### config.mk
export PLATFORM = sky130hd
export DESIGN_NAME = vram_access_mux
export DESIGN_NICKNAME = d
export VERILOG_FILES = /design/src/rtl/vram_mux_pkg.sv /design/src/rtl/vram_sel_decode.sv /design/src/rtl/vram_addr_mux.sv /design/src/rtl/vram_buf_ctl.sv /design/src/rtl/vram_collide_det.sv /design/src/rtl/vram_access_mux.sv
export SDC_FILE = /design/constraint.sdc
export NUM_CORES = 1
export LEC_CHECK = 0
export BUFFER_PORTS_ARGS = -buffer_cell sky130_fd_sc_hd__buf_2
export CAP_MARGIN = 15
export CORE_AREA = 2 2 39 41
export CTS_BUF_LIST = sky130_fd_sc_hd__clkbuf_8 sky130_fd_sc_hd__clkbuf_16
export DETAILED_ROUTE_END_ITERATION = 8
export DIE_AREA = 0 0 41 43
export GPL_ROUTABILITY_DRIVEN = 1
export SYNTH_ARGS = -nofsm -noshare
export SYNTH_HDL_FRONTEND = slang
export SYNTH_SLANG_ARGS = --single-unit
### constraint.sdc
create_clock -name clk -period 2.4 [get_ports clk]
set_clock_uncertainty 0.2 [all_clocks]
set_input_delay 0 -clock clk [delete_from_list [all_inputs] [get_ports clk]]
set_output_delay 0 -clock clk [all_outputs]
set_load 0.005 [all_outputs]
### src/rtl/vram_mux_pkg.sv
package vram_mux_pkg;

  // Control word for the data buffer and the RAM write strobe
  typedef struct packed {
    logic we;
    logic a2b;
    logic b2a;
  } vbuf_ctl_t;

  localparam vbuf_ctl_t VBUF_IDLE = '{we: 1'b0, a2b: 1'b0, b2a: 1'b0};

endpackage

### src/rtl/vram_sel_decode.sv
module vram_sel_decode #(
  parameter int                CPU_AW     = 16,
  parameter int                RAM_AW     = 11,
  parameter logic [CPU_AW-1:0] WIN_BASE   = 16'hD000,
  parameter bit                EXT_DECODE = 1'b0
) (
  input  logic [CPU_AW-1:0] cpu_addr_i,
  input  logic              cpu_vsel_i,
  output logic              owns_o
);

  localparam int TAG_W = CPU_AW - RAM_AW;

  initial begin
    // base must be aligned to the window size so the low bits are the offset
    base_align_chk: assert (WIN_BASE[RAM_AW-1:0] == '0);
  end

  generate
    if (EXT_DECODE) begin : g_ext
      logic [CPU_AW-1:0] unused_addr;
      assign unused_addr = cpu_addr_i;
      assign owns_o = cpu_vsel_i;
    end else begin : g_int
      logic [TAG_W-1:0] tag;
      logic             hit;
      assign tag    = cpu_addr_i[CPU_AW-1:RAM_AW];
      assign hit    = (tag == WIN_BASE[CPU_AW-1:RAM_AW]);
      assign owns_o = hit & cpu_vsel_i;
    end
  endgenerate

endmodule

### src/rtl/vram_addr_mux.sv
module vram_addr_mux #(
  parameter int CPU_AW = 16,
  parameter int RAM_AW = 11
) (
  input  logic              owns_i,
  input  logic [CPU_AW-1:0] cpu_addr_i,
  input  logic [RAM_AW-1:0] rfsh_addr_i,
  output logic [RAM_AW-1:0] ram_addr_o
);

  logic [RAM_AW-1:0] cpu_off;
  assign cpu_off = cpu_addr_i[RAM_AW-1:0];

  always_comb begin
    if (owns_i) ram_addr_o = cpu_off;
    else        ram_addr_o = rfsh_addr_i;
  end

endmodule

### src/rtl/vram_buf_ctl.sv
module vram_buf_ctl
  import vram_mux_pkg::*;
(
  input  logic      owns_i,
  input  logic      cpu_rw_i,
  input  logic      cpu_ph2_i,
  output vbuf_ctl_t ctl_o
);

  logic xfer;
  assign xfer = owns_i & cpu_ph2_i;

  always_comb begin
    ctl_o = VBUF_IDLE;
    if (xfer) begin
      if (cpu_rw_i) begin
        ctl_o.b2a = 1'b1;
      end else begin
        ctl_o.a2b = 1'b1;
        ctl_o.we  = 1'b1;
      end
    end
  end

endmodule

### src/rtl/vram_collide_det.sv
module vram_collide_det (
  input  logic clk,
  input  logic rst,
  input  logic owns_i,
  input  logic load_stb_i,
  input  logic disp_en_i,
  output logic collide_o
);

  logic hit_now;
  assign hit_now = owns_i & load_stb_i & disp_en_i;

  always_ff @(posedge clk) begin
    if (rst) collide_o <= 1'b0;
    else     collide_o <= hit_now;
  end

endmodule

### src/rtl/vram_access_mux.sv
module vram_access_mux
  import vram_mux_pkg::*;
#(
  parameter int                CPU_AW     = 16,
  parameter int                RAM_AW     = 11,
  parameter logic [CPU_AW-1:0] WIN_BASE   = 16'hD000,
  parameter bit                EXT_DECODE = 1'b0
) (
  input  logic              clk,
  input  logic              rst,
  input  logic [CPU_AW-1:0] cpu_addr_i,
  input  logic              cpu_rw_i,
  input  logic              cpu_ph2_i,
  input  logic              cpu_vsel_i,
  input  logic [RAM_AW-1:0] rfsh_addr_i,
  input  logic              load_stb_i,
  input  logic              disp_en_i,
  output logic [RAM_AW-1:0] ram_addr_o,
  output logic              ram_we_o,
  output logic              buf_a2b_o,
  output logic              buf_b2a_o,
  output logic              cpu_owns_o,
  output logic              collide_o
);

  logic      owns;
  vbuf_ctl_t ctl;

  vram_sel_decode #(
    .CPU_AW(CPU_AW), .RAM_AW(RAM_AW), .WIN_BASE(WIN_BASE), .EXT_DECODE(EXT_DECODE)
  ) u_dec (
    .cpu_addr_i(cpu_addr_i),
    .cpu_vsel_i(cpu_vsel_i),
    .owns_o    (owns)
  );

  vram_addr_mux #(.CPU_AW(CPU_AW), .RAM_AW(RAM_AW)) u_mux (
    .owns_i     (owns),
    .cpu_addr_i (cpu_addr_i),
    .rfsh_addr_i(rfsh_addr_i),
    .ram_addr_o (ram_addr_o)
  );

  vram_buf_ctl u_buf (
    .owns_i   (owns),
    .cpu_rw_i (cpu_rw_i),
    .cpu_ph2_i(cpu_ph2_i),
    .ctl_o    (ctl)
  );

  vram_collide_det u_col (
    .clk       (clk),
    .rst       (rst),
    .owns_i    (owns),
    .load_stb_i(load_stb_i),
    .disp_en_i (disp_en_i),
    .collide_o (collide_o)
  );

  assign ram_we_o   = ctl.we;
  assign buf_a2b_o  = ctl.a2b;
  assign buf_b2a_o  = ctl.b2a;
  assign cpu_owns_o = owns;


  cpu_addr_route_chk: assert property (@(posedge clk) disable iff (rst)
    owns |-> (ram_addr_o == cpu_addr_i[RAM_AW-1:0]));


  rfsh_addr_route_chk: assert property (@(posedge clk) disable iff (rst)
    !owns |-> (ram_addr_o == rfsh_addr_i));


  buf_gate_chk: assert property (@(posedge clk) disable iff (rst)
    (buf_a2b_o || buf_b2a_o) |-> (owns && cpu_ph2_i));


  buf_dir_chk: assert property (@(posedge clk) disable iff (rst)
    (owns && cpu_ph2_i) |-> (buf_b2a_o == cpu_rw_i));


  buf_excl_chk: assert property (@(posedge clk) disable iff (rst)
    $countones({buf_a2b_o, buf_b2a_o}) <= 1);


  we_match_chk: assert property (@(posedge clk) disable iff (rst)
    ram_we_o |-> (buf_a2b_o && !cpu_rw_i));


  collide_cause_chk: assert property (@(posedge clk) disable iff (rst)
    collide_o |-> $past(owns && load_stb_i && disp_en_i));


  blank_quiet_chk: assert property (@(posedge clk) disable iff (rst)
    !disp_en_i |=> !collide_o);

endmodule

# After elaboration in Yosys (flattened, before gate mapping)

Index checks and enable logic that the tools add are counted.

Input port bits: 34
Register bits after elaboration: 1
Output and inout port bits: 16

Equality and inequality tests: 1
Muxes and demuxes: 4
Bitwise gates (word level): 4

Operators by type and width:

| kind                 | number |
|---|---|
| $mux W11             | 1 |
| $eq A5 B5 Y1 const B | 1 |
| $and A1 B1 Y1        | 4 |
| $mux W3              | 1 |
| $mux W2              | 1 |
| $mux W1              | 1 |

# Logic depth before layout (Yosys ltp)

Gate-level depths: netlist of run 1.

Depth in word-level cells: 4
Depth in mapped cells: 5
Mapped depth without buffers: 3

# Cells and area by module

Synthesis of run 1 repeated with hierarchy kept, for this count alone.

Cells, all modules: 19
Area, all modules: 247.7 um^2

Modules (own cells, without submodules):

| module           | seq. area each (um^2) | area each (um^2) | cells an instance | times used |
|---|---|---|---|---|
| vram_addr_mux    | 0.0                   | 172.7            | 12                | 1 |
| vram_collide_det | 20.0                  | 30.0             | 2                 | 1 |
| vram_buf_ctl     | 0.0                   | 23.8             | 3                 | 1 |
| vram_sel_decode  | 0.0                   | 21.3             | 2                 | 1 |

# Worst setup path after synthesis of run 1

No wires, ideal clock.

Path kind: input -> output
Start: input cpu_addr_i[11]
End: output ram_addr_o[3]
Stages: 4
Buffers on the path: 1
Data required time: 2.200 ns
Arrival: 0.956 ns
Setup slack: 1.244 ns
Cell sequence: nand4b_4 -> nor3b_4 -> buf_8 -> mux2_4

Word-level cells in the longest chain between the ends: 3

RTL lines:

| element         | RTL line              | text |
|---|---|---|
| start, declared | vram_access_mux.sv:11 | `input logic [CPU_AW-1:0] cpu_addr_i,` |
| $eq A5 B5 Y1    | vram_sel_decode.sv:28 | `assign hit = (tag == WIN_BASE[CPU_AW-1:RAM_AW]);` |
| $and A1 B1 Y1   | vram_sel_decode.sv:29 | `assign owns_o = hit & cpu_vsel_i;` |
| net cpu_owns_o  | vram_access_mux.sv:22 | `output logic cpu_owns_o,` |
| $mux W11        | vram_addr_mux.sv:15   | `if (owns_i) ram_addr_o = cpu_off;` |
| end, declared   | vram_access_mux.sv:18 | `output logic [RAM_AW-1:0] ram_addr_o,` |

The timed path passes the listed nets, and every way through them passes these cells.

# Final worst setup path of run 1

Start: input cpu_addr_i[11]
End: output ram_addr_o[4]

Word-level cells in the longest chain between the ends: 3

RTL lines:

| element       | RTL line |
|---|---|
| $eq A5 B5 Y1  | vram_sel_decode.sv:28 |
| $and A1 B1 Y1 | vram_sel_decode.sv:29 |
| $mux W11      | vram_addr_mux.sv:15 |

Every way passes these cells.

==> results of run 1 <==
-- synthesized netlist by cell type (all sizes together) --
master	n	area share, %
mux2	11	57
buf	2	8.7
and3	1	2.9
and3b	1	3.9
and4b	1	3.9
dfxtp	1	7.7
nand4b	1	9.2
nor3b	1	7.2
-- through the flow --
step	hold slack, ns	utilization, %	worst slack (ns)	area, um^2
4_1_cts	0.0924	36.8	0.929	509
3_5_place_dp	0.0920	36.8	0.925	509
3_3_place_gp	0.0931	36.8	0.943	509
5_1_grt	0.0987	36.8	0.855	509
6_report	0.0898	36.8	0.945	509
2_1_floorplan	-0.0790	-	1.24	259
-- cell usage in the layout (no fill, tap or decap) --
| cell type | instances |
|---|---|
| sky130_fd_sc_hd__and3_2 | 1 |
| sky130_fd_sc_hd__and3b_2 | 1 |
| sky130_fd_sc_hd__and4b_1 | 1 |
| sky130_fd_sc_hd__buf_2 | 49 |
| sky130_fd_sc_hd__buf_4 | 1 |
| sky130_fd_sc_hd__dfxtp_1 | 1 |
| sky130_fd_sc_hd__mux2_2 | 5 |
| sky130_fd_sc_hd__mux2_4 | 6 |
| sky130_fd_sc_hd__nand4b_4 | 1 |
| sky130_fd_sc_hd__nor3b_4 | 1 |
-- cell type report --
type | count | area (um^2)
Sequential cell | 1 | 20.0
Timing Repair Buffer | 50 | 253
Tap cell | 16 | 20.0
Multi-Input combinational cell | 16 | 216
Fill cell | 138 | 875
-- worst paths after layout --
kind | start | to | slack, ns | cells after the start
min | rfsh_addr_i[6] | ram_addr_o[6] | 0.09 | 3
max | cpu_addr_i[11] | ram_addr_o[4] | 0.95 | 6
-- power by group through the flow --
| stage | combinational, mW | clock [mW] | sequential [mW] |
|---|---|---|---|
| floorplan | 0.0198 | 0 | 0.0170 |
| global placement | 0.0585 | 0 | 0.0170 |
| detailed placement | 0.0584 | 0 | 0.0170 |
| CTS | 0.0586 | 0 | 0.0170 |
| global route | 0.0635 | 0 | 0.0170 |
| finish | 0.0574 | 0 | 0.0170 |
-- critical path, delay by kind of cell --
family | cells | cell delay, ns
buffers and inverters | 3 | 0.46
multiplexers | 1 | 0.31
AND/OR/NAND/NOR | 2 | 0.47
-- layer usage --
metal	track usage (%)	share of wire [%]
met5	0	0
met4	0	0
met3	1.05	28
met2	20.9	49
met1	6.96	24
-- cell families (layout without fill, tap and decap cells) --
kind of cell	Yosys count	in the layout	synth area share, %
muxes	11	11	56.5
and+or+nand+nor	5	5	27.1
buffers and inverters	2	50	8.70
DFF	1	1	7.73
==> impl_summary.txt, run 1 <==
----------------------------------------------------
[Critical path]
  Maximum fanout encountered on the critical timing path ... 10
  Crit. End Element ... output pin
  Startpoint Class ... primary input
  Crit path kind ... in -> out
  Slowest stage cell on the critical path ... sky130_fd_sc_hd__nor3b_4
  Cell seen most often among critical-path stages ... sky130_fd_sc_hd__buf_2
  Critical path cell sequence ... buf_2, nand4b_4, nor3b_4, buf_4, mux2_4, buf_2
  Required @ worst endpoint ... 2.20 ns
  Biggest cell delay along the critical path ... around 0.31 ns
  Crit path arrival time ... about 1.3 ns

[Power and ir drop]
  Switching portion of total power ... ~24%
  Overall Power ... 0.0744 mW
  Power share of the clock group ... 0%
  Gate power share ... between 70 and 80%
  Power per cell area ... roughly 150 mW/mm^2
  Internal ... between 0.05 and 0.06 mW
  Max rail drop VDD ... about 0.044 mV
  Sequential group share of total power ... between 20% and 30%
  Switching component of the power ... approximately 0.018 mW
  Leakage power ... approximately 0.31 nW

[Final layout]
  Proportion of layout cells with a drive suffix above 1 ... a little over nine tenths
  Non-filler cells in the finished layout ... 83
  Final Net Count ... a little over 100
  Antenna cells ... 0
  Layout overhead on the synthesized area ... 96.6%
  Max FFs per register ... 1
  Regs by FF count ... u_col.collide_o: 1 flops
  Reg with most FFs ... u_col.collide_o

[Global routing]
  Initial antenna violation count ... 0
  Maximum number of pins on one net before global-route repair ... 11
  Wire length of the first global-routing pass ... around 1100 um
  Overall routing resource usage ... a little under a tenth
  Number of global-route vias before repair ... approximately 320
  Remaining global-route overflow ... 0

[Timing]
  Final hold violation count ... 0
  Number of max-slew violations in the final report ... 0
  Slew Limit Headroom ... a little under 80%
  Period utilisation layout ... between 60% and 70%
  Actual slew at the worst max-slew pin ... just over 0.3 ns
  Unrepaired setup endpoints after global routing ... false
  F_max ... between 600 and 700 MHz
  Time the final worst path needs with I/O delays and setup ... between 1 and 1.5 ns
  Sum Neg Setup Slack ... 0 ns
  Setup violation total in the final timing report ... 0

[Detailed routing]
  Final antenna-violating net count ... 0
  First DRT Iteration DRCs ... 0
  DRC ... 0
  Detailed-route wire length ... approximately 900 um
  DR vias/cell ... approximately 4.2
  Pre-Repair DR Iteration Count ... 1
  Routed wire length per instance ... approximately 11 um
  Via count ... roughly 350

[Synth]
  Post-synth net total ... 53
  Warnings from Yosys ... 0
  Average cell area after synthesis ... ~14 um^2
  Synthesized netlist cell count ... 19
  Yosys cell types ... 10
  Post-Syn Area ... roughly 260 um^2
  Sequential cell area fraction in the yosys report ... 7.73%
  Yosys reg bits ... 1

[Die]
  Die Span X ... approximately 41 um
  Initial core utilization ... a little under a fifth
  Total I/O pin count ... 50
  Y dimension of the die ... approximately 43 um
  Die outline area ... ~0.0018 mm^2
  Core footprint ... 0.00138 mm^2
  Std-Cell Rows ... 14

[Run]
  Max-cap violations ... 0

[Placement]
  Placer congestion estimate ... 0.673
  Number of buffers added on ports ... between 40 and 50
  Total instance count after detailed placement ... 83
  Half-perimeter wire length after detailed placement ... roughly 870 um

[Hold path]
  Hold Path Class ... in -> out

[CTS]
  Number of buffers inserted by post-CTS setup repair ... 0
  Total of cells resized after clock tree synthesis ... 0
  Number of hold buffers added after CTS ... 0

[Run status]
  Run status ... completed

----------------------------------------------------
No activity file was read; power rests on OpenSTA's default activity.
==> inputs of run 2 (changes only) <==
Settings changed: ABC_AREA from default to 1, PLACE_DENSITY from default to 0.68.
Clock period 2.4 ns to 1.36 ns, I/O delays scaled along.
==> impl_summary.txt, run 2 <==
----------------------------------------------------
[Synth]
  Average cell area after synthesis ... 5.41 um^2 (-60%)
  Warnings from Yosys ... 0 (unchanged)
  Cell accounting for the most synthesized area ... sky130_fd_sc_hd__nand2_1
  Count leader, synth ... sky130_fd_sc_hd__nand2_1
  Share of the synthesized area in the top cell type ... 29.0% (-5.8 points)
  Synthesized netlist cell count ... 55 (+36)
  Yosys cell types ... 13 (+3)
  Post-synthesis async set-or-reset flop share ... 0% (unchanged)
  Commonest cells in the synthesized netlist ... 23 x sky130_fd_sc_hd__nand2_1, 10 x sky130_fd_sc_hd__nand3_1, 6 x sky130_fd_sc_hd__inv_1
  Area contributors post-synth ... sky130_fd_sc_hd__nand2_1 29%, sky130_fd_sc_hd__nand3_1 17%, sky130_fd_sc_hd__nand3_2 10%
  Post-Syn Area ... 298 um^2 (+15%)
  Yosys reg bits ... 1 (unchanged)
  Predominant post-synthesis flop cell ... sky130_fd_sc_hd__dfxtp_1
  Sequential cell area fraction in the yosys report ... 6.72% (-1.0 points)
  EDFF count, synth ... 0 (unchanged)
  Post-synth net total ... 89 (+68%)

[Final layout]
  Final core utilization ... 39.1% (+2.3 points)
  FILL cells ... 157 (+14%)
  Max FFs per register ... 1 (unchanged)
  Most common cell after layout, fill and taps aside ... sky130_fd_sc_hd__buf_2
  Most frequent cells in the layout ... 49 x sky130_fd_sc_hd__buf_2, 23 x sky130_fd_sc_hd__nand2_1, 10 x sky130_fd_sc_hd__nand3_1
  Reg with most FFs ... u_col.collide_o
  Regs by FF count ... u_col.collide_o: 1 flops
  Antenna cells ... 0 (unchanged)
  Proportion of layout cells with a drive suffix above 1 ... 57.8% (-39 points)
  Layout overhead on the synthesized area ... 81.5%
  Final Net Count ... 138 (+34%)
  Non-filler cells in the finished layout ... 118 (+42%)

[Die]
  Total I/O pin count ... 50 (unchanged)
  Core footprint ... 0.00138 mm^2 (unchanged)
  Std-Cell Rows ... 14 (unchanged)
  Die outline area ... 0.00176 mm^2 (unchanged)
  Y dimension of the die ... 43 um (unchanged)
  Initial core utilization ... 21.5% (+2.8 points)
  Die Span X ... 41 um (unchanged)

[Timing]
  Setup violation total in the final timing report ... 0 (unchanged)
  Period utilisation layout ... around 80%
  Time the final worst path needs with I/O delays and setup ... ~1.1 ns
  F_max ... 920 MHz
  Unrepaired setup endpoints after global routing ... false
  Final-layout worst hold slack ... 0.0469 ns (-0.0430 ns)
  Number of max-slew violations in the final report ... 0 (unchanged)
  Final hold violation count ... 0 (unchanged)
  Actual slew at the worst max-slew pin ... 0.298 ns (-0.00817 ns)
  Slew Limit Headroom ... 80.1% (+0.55 points)
  Sum Neg Setup Slack ... 0 ns (unchanged)

[Run status]
  Run status ... completed

[Power and ir drop]
  Leakage power ... 0.368 nW (+17%)
  Max rail drop VDD ... 0.109 mV (+150%)
  Power per cell area ... 258 mW/mm^2 (+77%)
  Overall Power ... 0.140 mW (+87%)

[Detailed routing]
  Final antenna-violating net count ... 0 (unchanged)
  Routed wire length per instance ... 8.15 um (-25%)
  First DRT Iteration DRCs ... 4 (+4)
  Via count ... 501 (+42%)
  Detailed-route wire length ... 962 um (+7.1%)
  Pre-Repair DR Iteration Count ... 4 (+3)
  DR vias/cell ... 4.25 (+0.11%)
  DRC ... 0 (unchanged)

[Critical path]
  Startpoint Class ... primary input
  Crit path arrival time ... 0.89 ns (-0.36 ns)
  Crit path kind ... in -> out
  Crit. End Element ... output pin
  Required @ worst endpoint ... 1.16 ns (-1.04 ns)
  Maximum fanout encountered on the critical timing path ... 8 (-2)

[Global routing]
  Initial antenna violation count ... 0 (unchanged)
  Remaining global-route overflow ... 0 (unchanged)
  Number of global-route vias before repair ... 392 (+23%)
  Maximum number of pins on one net before global-route repair ... 14 (+3)
  Wire length of the first global-routing pass ... 1500 um (+35%)
  Overall routing resource usage ... 11.1% (+2.0 points)

[CTS]
  Total of cells resized after clock tree synthesis ... 0 (unchanged)
  Number of hold buffers added after CTS ... 0 (unchanged)
  Number of buffers inserted by post-CTS setup repair ... 0 (unchanged)

[Placement]
  Total instance count after detailed placement ... 118 (+42%)
  Number of buffers added on ports ... 49 (unchanged)
  Placer congestion estimate ... 0.619 (-8.0%)
  Half-perimeter wire length after detailed placement ... 847 um (-2.1%)

[Hold path]
  Worst Hold Path Cells ... 3 (unchanged)
  Source of the worst hold timing path ... cpu_rw_i
  Hold Path Class ... in -> out
  Hold worst-path end ... ram_we_o

[Run]
  Max-cap violations ... 0 (unchanged)

----------------------------------------------------
## run 2: routing by layer
layer | global-route usage (%) | part of all wire, % | vias up
met2 | 19.1 | 48 | 32
li1 | - | - | 264
met5 | 0 | 0 | -
met4 | 0 | 0 | 0
met3 | 0 | 12 | 0
met1 | 15.8 | 40 | 205
## run 2: final cells by class
cell class / count / area (um^2) / area share [%]
timing repair buffer: 51 / 260 / 48.1
multi-input combinational: 44 / 218 / 40.3
inverter: 6 / 22.5 / 4.17
sequential: 1 / 20.0 / 3.70
tap: 16 / 20.0 / 3.70
## run 2: worst max-delay path, cell delays in order
cell                      delay (ns)
sky130_fd_sc_hd__buf_2          0.11
sky130_fd_sc_hd__inv_1          0.04
sky130_fd_sc_hd__nand2_1        0.05
sky130_fd_sc_hd__nor2_2         0.25
sky130_fd_sc_hd__buf_4          0.20
sky130_fd_sc_hd__nand3_1        0.07
sky130_fd_sc_hd__nand2_1        0.06
sky130_fd_sc_hd__buf_2          0.10
## run 2: report_power, final
part | internal (mW) | switching (mW)
clock network | 0 | 0
registers | 0.0300 | 0.0000100
logic | 0.0614 | 0.0481
## run 2: logic make-up (layout without fill, tap and decap cells)
logic type             count (synthesis)  after routing  synth area share [%]
buffers and inverters                 10             57                  20.2
flip-flops                             1              1                  6.72
AND/OR/NAND/NOR                       44             44                  73.1
## run 2: worst max-delay path by stage
stage / startpoint / endpoint / slack [ns]
CTS: cpu_addr_i[11] / ram_addr_o[7] / 0.26
floorplan: cpu_addr_i[11] / ram_we_o / 0.58
finish: cpu_addr_i[11] / ram_addr_o[7] / 0.27
global placement: cpu_addr_i[13] / ram_addr_o[7] / 0.28
detailed placement: cpu_addr_i[11] / ram_addr_o[7] / 0.26
global route: cpu_vsel_i / ram_addr_o[6] / 0.14
## run 2: stage by stage
stage / cell area (um^2) / worst slack, ns
global route: 541 / 0.144
global placement: 541 / 0.285
CTS: 541 / 0.256
finish: 541 / 0.273
detailed placement: 541 / 0.256
floorplan: 298 / 0.584
